==> config.mk <==
export PLATFORM = sky130hd
export DESIGN_NAME = tlb_xlate
export DESIGN_NICKNAME = d
export VERILOG_FILES = /design/src/rtl/tlb_xlate.sv
export SDC_FILE = /design/constraint.sdc
export NUM_CORES = 2
export LEC_CHECK = 0
export BUFFER_PORTS_ARGS = -buffer_cell sky130_fd_sc_hd__buf_4
export CORE_ASPECT_RATIO = 0.9
export CORE_MARGIN = 5
export CORE_UTILIZATION = 55
export CTS_BUF_LIST = sky130_fd_sc_hd__clkbuf_16
export DETAILED_ROUTE_END_ITERATION = 10
export PLACE_DENSITY = 0.74
export REMOVE_ABC_BUFFERS = 1
export SYNTH_ARGS = -nofsm -noshare
export SYNTH_HDL_FRONTEND = slang
export SYNTH_SLANG_ARGS = --single-unit
==> constraint.sdc <==
create_clock -name clk -period 10.45 [get_ports clk]
set_input_delay 0.5225 -clock clk [delete_from_list [all_inputs] [get_ports clk]]
set_output_delay 0.5225 -clock clk [all_outputs]
set_load 0.03 [all_outputs]
==> src/rtl/tlb_xlate.sv <==
module tlb_xlate #(
  parameter int NUM_ENT = 8,
  parameter int IDX_W = $clog2(NUM_ENT) + 1
) (
  input  logic             clk,
  input  logic             rst_n,
  input  logic             wr_en,
  input  logic [IDX_W-1:0] wr_idx,
  input  logic [31:0]      wr_hi,
  input  logic [27:0]      wr_lo0,
  input  logic [27:0]      wr_lo1,
  input  logic [20:0]      wr_mask,
  input  logic             flush,
  input  logic [IDX_W-1:0] rd_idx,
  output logic [31:0]      rd_hi,
  output logic [27:0]      rd_lo0,
  output logic [27:0]      rd_lo1,
  output logic [20:0]      rd_mask,
  input  logic [31:0]      prb_hi,
  output logic [IDX_W-1:0] prb_idx,
  output logic             prb_miss,
  input  logic             small_pg,
  input  logic             lk_valid,
  input  logic [31:0]      lk_va,
  input  logic [7:0]       lk_asid,
  input  logic [1:0]       lk_type,
  input  logic [1:0]       lk_size,
  input  logic [31:0]      status,
  output logic             rsp_valid,
  output logic [31:0]      rsp_pa,
  output logic             rsp_uncached,
  output logic [2:0]       rsp_fault,
  output logic [31:0]      bad_va,
  output logic [7:0]       flt_asid,
  output logic [18:0]      flt_vpn2,
  output logic [1:0]       flt_vpn2x
);
  localparam int SEL_W = (NUM_ENT > 1) ? $clog2(NUM_ENT) : 1;
  localparam logic [2:0] F_NONE = 3'd0, F_ALIGN = 3'd1, F_ADDR = 3'd2,
                         F_IREF = 3'd3, F_DREF = 3'd4, F_IINV = 3'd5,
                         F_DINV = 3'd6, F_MOD = 3'd7;
  localparam logic [1:0] T_FETCH = 2'd0, T_STORE = 2'd2;

  logic [20:0] e_vpn  [NUM_ENT];
  logic [20:0] e_mask [NUM_ENT];
  logic [7:0]  e_asid [NUM_ENT];
  logic        e_g    [NUM_ENT];
  logic [24:0] e_h0   [NUM_ENT];
  logic [24:0] e_h1   [NUM_ENT];
  logic        e_v0   [NUM_ENT];
  logic        e_v1   [NUM_ENT];

  logic unused_bits;
  assign unused_bits = ^{wr_hi[10:8], prb_hi[10:8]};

  logic wr_ok, rd_ok;
  assign wr_ok = int'(wr_idx) < NUM_ENT;
  assign rd_ok = int'(rd_idx) < NUM_ENT;

  always_ff @(posedge clk or negedge rst_n) begin
    if (!rst_n) begin
      for (int i = 0; i < NUM_ENT; i++) begin
        e_vpn[i] <= '0; e_mask[i] <= '0; e_asid[i] <= '0; e_g[i] <= 1'b0;
        e_h0[i] <= '0; e_h1[i] <= '0; e_v0[i] <= 1'b0; e_v1[i] <= 1'b0;
      end
    end else if (flush) begin
      for (int i = 0; i < NUM_ENT; i++) begin
        e_v0[i] <= 1'b0;
        e_v1[i] <= 1'b0;
      end
    end else if (wr_en && wr_ok) begin
      e_vpn[wr_idx[SEL_W-1:0]]  <= wr_hi[31:11];
      e_asid[wr_idx[SEL_W-1:0]] <= wr_hi[7:0];
      e_mask[wr_idx[SEL_W-1:0]] <= wr_mask;
      e_g[wr_idx[SEL_W-1:0]]    <= wr_lo0[0] & wr_lo1[0];
      e_h0[wr_idx[SEL_W-1:0]]   <= {wr_lo0[27:6], wr_lo0[5:3]};
      e_h1[wr_idx[SEL_W-1:0]]   <= {wr_lo1[27:6], wr_lo1[5:3]};
      e_v0[wr_idx[SEL_W-1:0]]   <= wr_lo0[1];
      e_v1[wr_idx[SEL_W-1:0]]   <= wr_lo1[1];
    end
  end

  logic [SEL_W-1:0] rs;
  assign rs = rd_idx[SEL_W-1:0];
  assign rd_hi   = rd_ok ? {e_vpn[rs], 3'b000, e_asid[rs]} : '0;
  assign rd_mask = rd_ok ? e_mask[rs] : '0;
  assign rd_lo0  = rd_ok ? {e_h0[rs], d_bit(rs, 1'b0), e_v0[rs], e_g[rs]} : '0;
  assign rd_lo1  = rd_ok ? {e_h1[rs], d_bit(rs, 1'b1), e_v1[rs], e_g[rs]} : '0;

  logic e_d0 [NUM_ENT];
  logic e_d1 [NUM_ENT];
  always_ff @(posedge clk or negedge rst_n) begin
    if (!rst_n) begin
      for (int i = 0; i < NUM_ENT; i++) begin
        e_d0[i] <= 1'b0;
        e_d1[i] <= 1'b0;
      end
    end else if (!flush && wr_en && wr_ok) begin
      e_d0[wr_idx[SEL_W-1:0]] <= wr_lo0[2];
      e_d1[wr_idx[SEL_W-1:0]] <= wr_lo1[2];
    end
  end

  function automatic logic d_bit(input logic [SEL_W-1:0] ix, input logic odd_h);
    return odd_h ? e_d1[ix] : e_d0[ix];
  endfunction

  logic [20:0] lk_vpn;
  assign lk_vpn = small_pg ? lk_va[31:11] : {lk_va[31:13], 2'b00};

  logic [NUM_ENT-1:0] lk_hit, pr_hit;
  for (genvar i = 0; i < NUM_ENT; i++) begin : g_cmp
    logic live;
    assign live = e_v0[i] | e_v1[i];
    assign lk_hit[i] = live && (((lk_vpn ^ e_vpn[i]) & ~e_mask[i]) == '0) &&
                       (e_g[i] || e_asid[i] == lk_asid);
    assign pr_hit[i] = live && (((prb_hi[31:11] ^ e_vpn[i]) & ~e_mask[i]) == '0) &&
                       (e_g[i] || e_asid[i] == prb_hi[7:0]);
  end

  logic [SEL_W-1:0] lk_sel, pr_sel;
  logic             lk_any, pr_any;
  always_comb begin
    lk_sel = '0; lk_any = 1'b0;
    pr_sel = '0; pr_any = 1'b0;
    for (int i = NUM_ENT - 1; i >= 0; i--) begin
      if (lk_hit[i]) begin lk_sel = SEL_W'(i); lk_any = 1'b1; end
      if (pr_hit[i]) begin pr_sel = SEL_W'(i); pr_any = 1'b1; end
    end
  end
  assign prb_miss = !pr_any;
  assign prb_idx  = pr_any ? IDX_W'(pr_sel) : '0;

  logic [31:0] off_m;
  logic        odd, s_v, s_d;
  logic [21:0] s_pfn;
  logic [31:0] map_pa;
  assign off_m  = {1'b0, e_mask[lk_sel], 10'h3FF};
  assign odd    = |(lk_va & (off_m << 1) & ~off_m);
  assign s_pfn  = odd ? e_h1[lk_sel][24:3] : e_h0[lk_sel][24:3];
  assign s_v    = odd ? e_v1[lk_sel] : e_v0[lk_sel];
  assign s_d    = d_bit(lk_sel, odd);
  assign map_pa = ({s_pfn, 10'b0} & ~off_m) | (lk_va & off_m);

  logic kern, is_fetch, seg0, seg1, mis_d, mis_f;
  logic [3:0] sz_m;
  assign kern     = (|(status & 32'h1000_0006)) || (status[4:3] == 2'b00);
  assign is_fetch = lk_type == T_FETCH;
  assign seg0     = lk_va[31:29] == 3'b100;
  assign seg1     = lk_va[31:29] == 3'b101;
  assign sz_m     = 4'((4'd1 << lk_size) - 4'd1);
  assign mis_d    = |(lk_va[2:0] & sz_m[2:0]);
  assign mis_f    = |lk_va[1:0];

  logic [2:0]  n_fault;
  logic [31:0] n_pa;
  always_comb begin
    n_fault = F_NONE;
    n_pa    = '0;
    if (!is_fetch && mis_d)             n_fault = F_ALIGN;
    else if (seg0) begin
      if (!kern || (is_fetch && mis_f)) n_fault = F_ADDR;
      else                              n_pa = {3'b000, lk_va[28:0]};
    end
    else if (seg1)                      n_pa = {3'b000, lk_va[28:0]};
    else if (is_fetch && mis_f)         n_fault = F_ADDR;
    else if (!lk_any)                   n_fault = is_fetch ? F_IREF : F_DREF;
    else if (!s_v)                      n_fault = is_fetch ? F_IINV : F_DINV;
    else if (lk_type == T_STORE && !s_d) n_fault = F_MOD;
    else                                n_pa = map_pa;
  end

  always_ff @(posedge clk or negedge rst_n) begin
    if (!rst_n) begin
      rsp_valid <= 1'b0; rsp_pa <= '0; rsp_uncached <= 1'b0; rsp_fault <= F_NONE;
      bad_va <= '0; flt_asid <= '0; flt_vpn2 <= '0; flt_vpn2x <= '0;
    end else begin
      rsp_valid <= lk_valid;
      if (lk_valid) begin
        rsp_pa       <= n_pa;
        rsp_fault    <= n_fault;
        rsp_uncached <= lk_va[31] & lk_va[29];
        if (n_fault != F_NONE) bad_va <= lk_va;
        if (n_fault >= F_IREF) begin
          flt_asid  <= lk_asid;
          flt_vpn2  <= lk_vpn[20:2];
          flt_vpn2x <= lk_vpn[1:0];
        end
      end
    end
  end
endmodule

==> flow_summary_export.csv <==
group,metric,value,unit
run_status,status,"completed",
clock_tree,numCtsBuffers,99,
layout,drive_above_1_share,35.7,%
timing,finClkSkew,0.0463,ns
global_route,grt_overflow,0,
synth,ys_ff_latch,938,
clock_tree,root_buffer,"clkbuf_16",
global_route,grt_max_degree,175,
pwr,seq_power_share,44.6,%
synth,synth_top_family_by_area,"multiplexers",
hold_path,hp-class,"in -> reg",
synth,synth_compound_area_share,7.09,%
synth,yosysMostFrequentCell,"dfrtp_1",
synth,netlist_instances,4542,
synth,synth_area_leaders,"dfrtp_1 (44%), mux2_2 (18%), mux4_2 (8.8%)",
layout,syn2layout_area_growth,13.1,%
pwr,p_sw,4000,uW
floorplan,core.rowCount,108,
pwr,leakage,0.0263,uW
global_route,grt_pass1_vias,41900,
floorplan,die_y,306,um
timing,fin_crit_sh,77.1,%
worst_setup_path,cp.required,11.04,ns
synth,synthMuxAreaShare,30.2,%
timing,finalCriticalPeriod,8.06,ns
clock_tree,clkSlewWorstSetupHoldPaths,0.06,ns
clock_tree,numClockSinks,938,
pwr,switching_share,34.2,%
route,post-route-drc-count,0,
pwr,peakVddDrop,0.151,mV
layout,n_fill_cell,7765,
synth,synthAdderAreaFrac,0,%
floorplan,coreArea,96500,um2
placed_design,dpl-instance-area,57400,um2
worst_setup_path,cp-end-kind,"register",
layout,fin_nets,5002,
synth,yosysWarnings,0,
clock_tree,postCtsSetupRepairBufs,0,
global_route,grt_pass1_wl,294000,um
floorplan,ios,443,
run,cap_violations,0,
pwr,powerDensity,193,nW/um2
placed_design,pre_cts_ws,2.49,ns
floorplan,start_util,55.5,%
route,wl_per_cell,32.9,um
worst_setup_path,worst_setup_path_start_kind,"register",
placed_design,gp_congestion,1.10,
synth,synth_top_area_share,43.8,%
pwr,power,11700,uW
worst_setup_path,criticalPathCategory,"reg -> reg",
synth,yosysTopAreaCell,"dfrtp_1",
floorplan,dieArea,104000,um2
timing,fmax,0.124,GHz
layout,fin_area,60600,um2
synth,yosys.area_share.simple,8.44,%
layout,multiInputGateArea,28600,um2
worst_setup_path,worstPathMaxFanout,33,
timing,worst_pin_slew,1.32,ns
timing,hold_viol,0,
synth,syn_avg_cell_area,11.8,um2
placed_design,dp_hpwl,139000,um
route,vias_per_cell,6.83,
worst_setup_path,crit_arrival,8.65,ns
layout,seqCellArea,23500,um2
pwr,clockPowerShare,29.0,%
clock_tree,clockBufferDepth,3,
synth,synthFlopType,"dfrtp_1",
route,antenna_left,0,
layout,utilization,62.8,%
timing,setup_slack,2.39,ns
synth,synth_top_cells_by_count,"dfrtp_1 (938), mux2_2 (842), nand2_1 (460), xnor2_1 (376)",
synth,synth_seq_area_share,43.8,%
timing,relSlewSlack,11.7,%
timing,setup_tns,0,ns
global_route,antenna_found_initial,24,
route,finalWirelength,202000,um
synth,ys_types,86,
synth,async_flop_share,100,%
timing,rsz0062_at_grt,"false",
clock_tree,cts-resized-gates,0,
route,drt_iter0_markers,5554,
floorplan,die_w,339,um
synth,synth_area,53600,um2
clock_tree,h-tree-depth,3,
placed_design,port_buffers,405,
timing,finalSetupViolCount,0,
pwr,intPower,7680,uW
timing,slew_violations,0,
pwr,combPwrFrac,26.4,%
synth,synth_xor_xnor_area_share,7.46,%
route,dr.pass1.iters,7,
synth,synth_edf_count,0,
clock_tree,cts_tree,"yes",
route,dr_total_vias,41800,
clock_tree,clk_latency,0.70,ns
global_route,grt_use_total,38.0,%
-- metal layers --
| layer | up-vias | global-route usage [%] | wire [um] |
|---|---|---|---|
| met2 | 2609 | 57.5 | 89200 |
| met1 | 21400 | 51.4 | 77800 |
| met3 | 620 | 11.2 | 23400 |
| li1 | 17200 | - | - |
| met5 | - | 0 | 135 |
| met4 | 18 | 17.1 | 11200 |
-- layout by cell type, fill, tap and decap left out, drive strengths merged, types with 10 or more instances in the layout --
master,synthesis,routed
a311oi,29,29
o22ai,170,170
buf,142,476
clkbuf,210,101
clkinv,1,47
nor3,10,10
inv,34,55
xnor2,376,376
a22o,14,14
and2,10,10
xor2,80,80
o211ai,15,15
a211oi,10,10
nor2b,14,14
nand3b,11,11
nor2,145,145
o21ai,70,70
and3,74,74
o221a,13,13
nand2,462,462
nand4,21,21
a21oi,53,53
dfrtp,938,938
o221ai,11,11
or2,12,12
a31oi,53,53
nor4,57,57
nand3,134,134
mux2,882,882
mux2i,150,150
mux4,210,210
diode,0,15
-- registers in the layout, summed over array words and instances (netlist names), 19 cells and up --
| register | count |
|---|---|
| bad_va | 32 |
| e_asid | 64 |
| e_h0 | 200 |
| e_h1 | 200 |
| e_mask | 168 |
| e_vpn | 168 |
| flt_vpn2 | 19 |
| rsp_pa | 32 |
-- worst max-delay path, cell delays in order (launching register included) --
cell and delay (ns):
dfrtp_1 0.43, xnor2_1 0.16, o22ai_1 0.27, nor4_1 0.85
nand4_1 0.28, o211a_1 0.63, buf_4 0.37, o211ai_2 0.17
buf_4 0.48, and2_1 0.39, nor2_1 0.07, o32ai_1 0.94
o2bb2ai_1 0.18, or4_1 0.55, nor2_4 0.19, mux2i_1 0.65
and4_4 0.55, or4b_2 0.62, o311ai_0 0.12
-- stage by stage --
step	hold slack, ns	std cells
after detailed placement	0.476	5934
final	0.0397	6127
after global placement	0.470	5934
after CTS	0.0175	6112
after global routing	0.0466	6120
after floorplan	0.227	4193
-- final timing paths --
| path | startpoint | end | slack, ns | depth (start not counted) |
|---|---|---|---|---|
| worst max-delay path | e_vpn[14]$_DFFE_PN0P_ | rsp_pa[13]$_DFFE_PN0P_ | 2.39 | 18 |
| min in group asynchronous | rst_n | e_asid[8]$_DFFE_PN0P_ | 0.49 | 2 |
| worst min register to register | flt_vpn2[8]$_DFFE_PN0P_ | flt_vpn2[8]$_DFFE_PN0P_ | 0.49 | 1 |
| worst min-delay path | lk_va[3] | rsp_pa[3]$_DFFE_PN0P_ | 0.04 | 2 |
| max in group asynchronous | rst_n | rsp_pa[16]$_DFFE_PN0P_ | 7.41 | 4 |
| worst max register to register | e_vpn[14]$_DFFE_PN0P_ | rsp_pa[13]$_DFFE_PN0P_ | 2.39 | 18 |
-- power by group through the flow --
stage          clock (uW)  combinational, uW  sequential (uW)
2_1_floorplan           0               1900             4930
3_3_place_gp            0               2960             5170
3_5_place_dp            0               3020             5220
4_1_cts              3430               3040             5160
5_1_grt              3580               3250             5250
6_report             3390               3080             5210
-- cell families (layout without fill, tap and decap cells) --
logic type / after synthesis / after routing
flip-flops: 938 / 938
AND/OR/NAND/NOR: 978 / 978
multiplexers: 1242 / 1242
AO/OA/AOI/OAI: 540 / 540
other: 1 / 19
buffers and inverters: 387 / 689
XOR/XNOR: 456 / 456
-- what timing repair did --
item                                    in CTS  in global routing
hold buffers                                 1                  0
endpoints found under the hold margin       97                  0
endpoints found under the setup margin       0                  0
-- final cells by class --
| class | instances | area share [%] |
|---|---|---|
| multi-input cells | 3220 | 47.2 |
| flip-flops and latches | 938 | 38.8 |
| repair buffers | 477 | 6.02 |
| clock buffers | 101 | 4.17 |
| well taps | 1265 | 2.61 |
| clock inverters | 76 | 0.909 |
| inverters | 35 | 0.217 |
| diodes | 15 | 0.0620 |
Note: power is estimated with default switching activity, not from simulation.
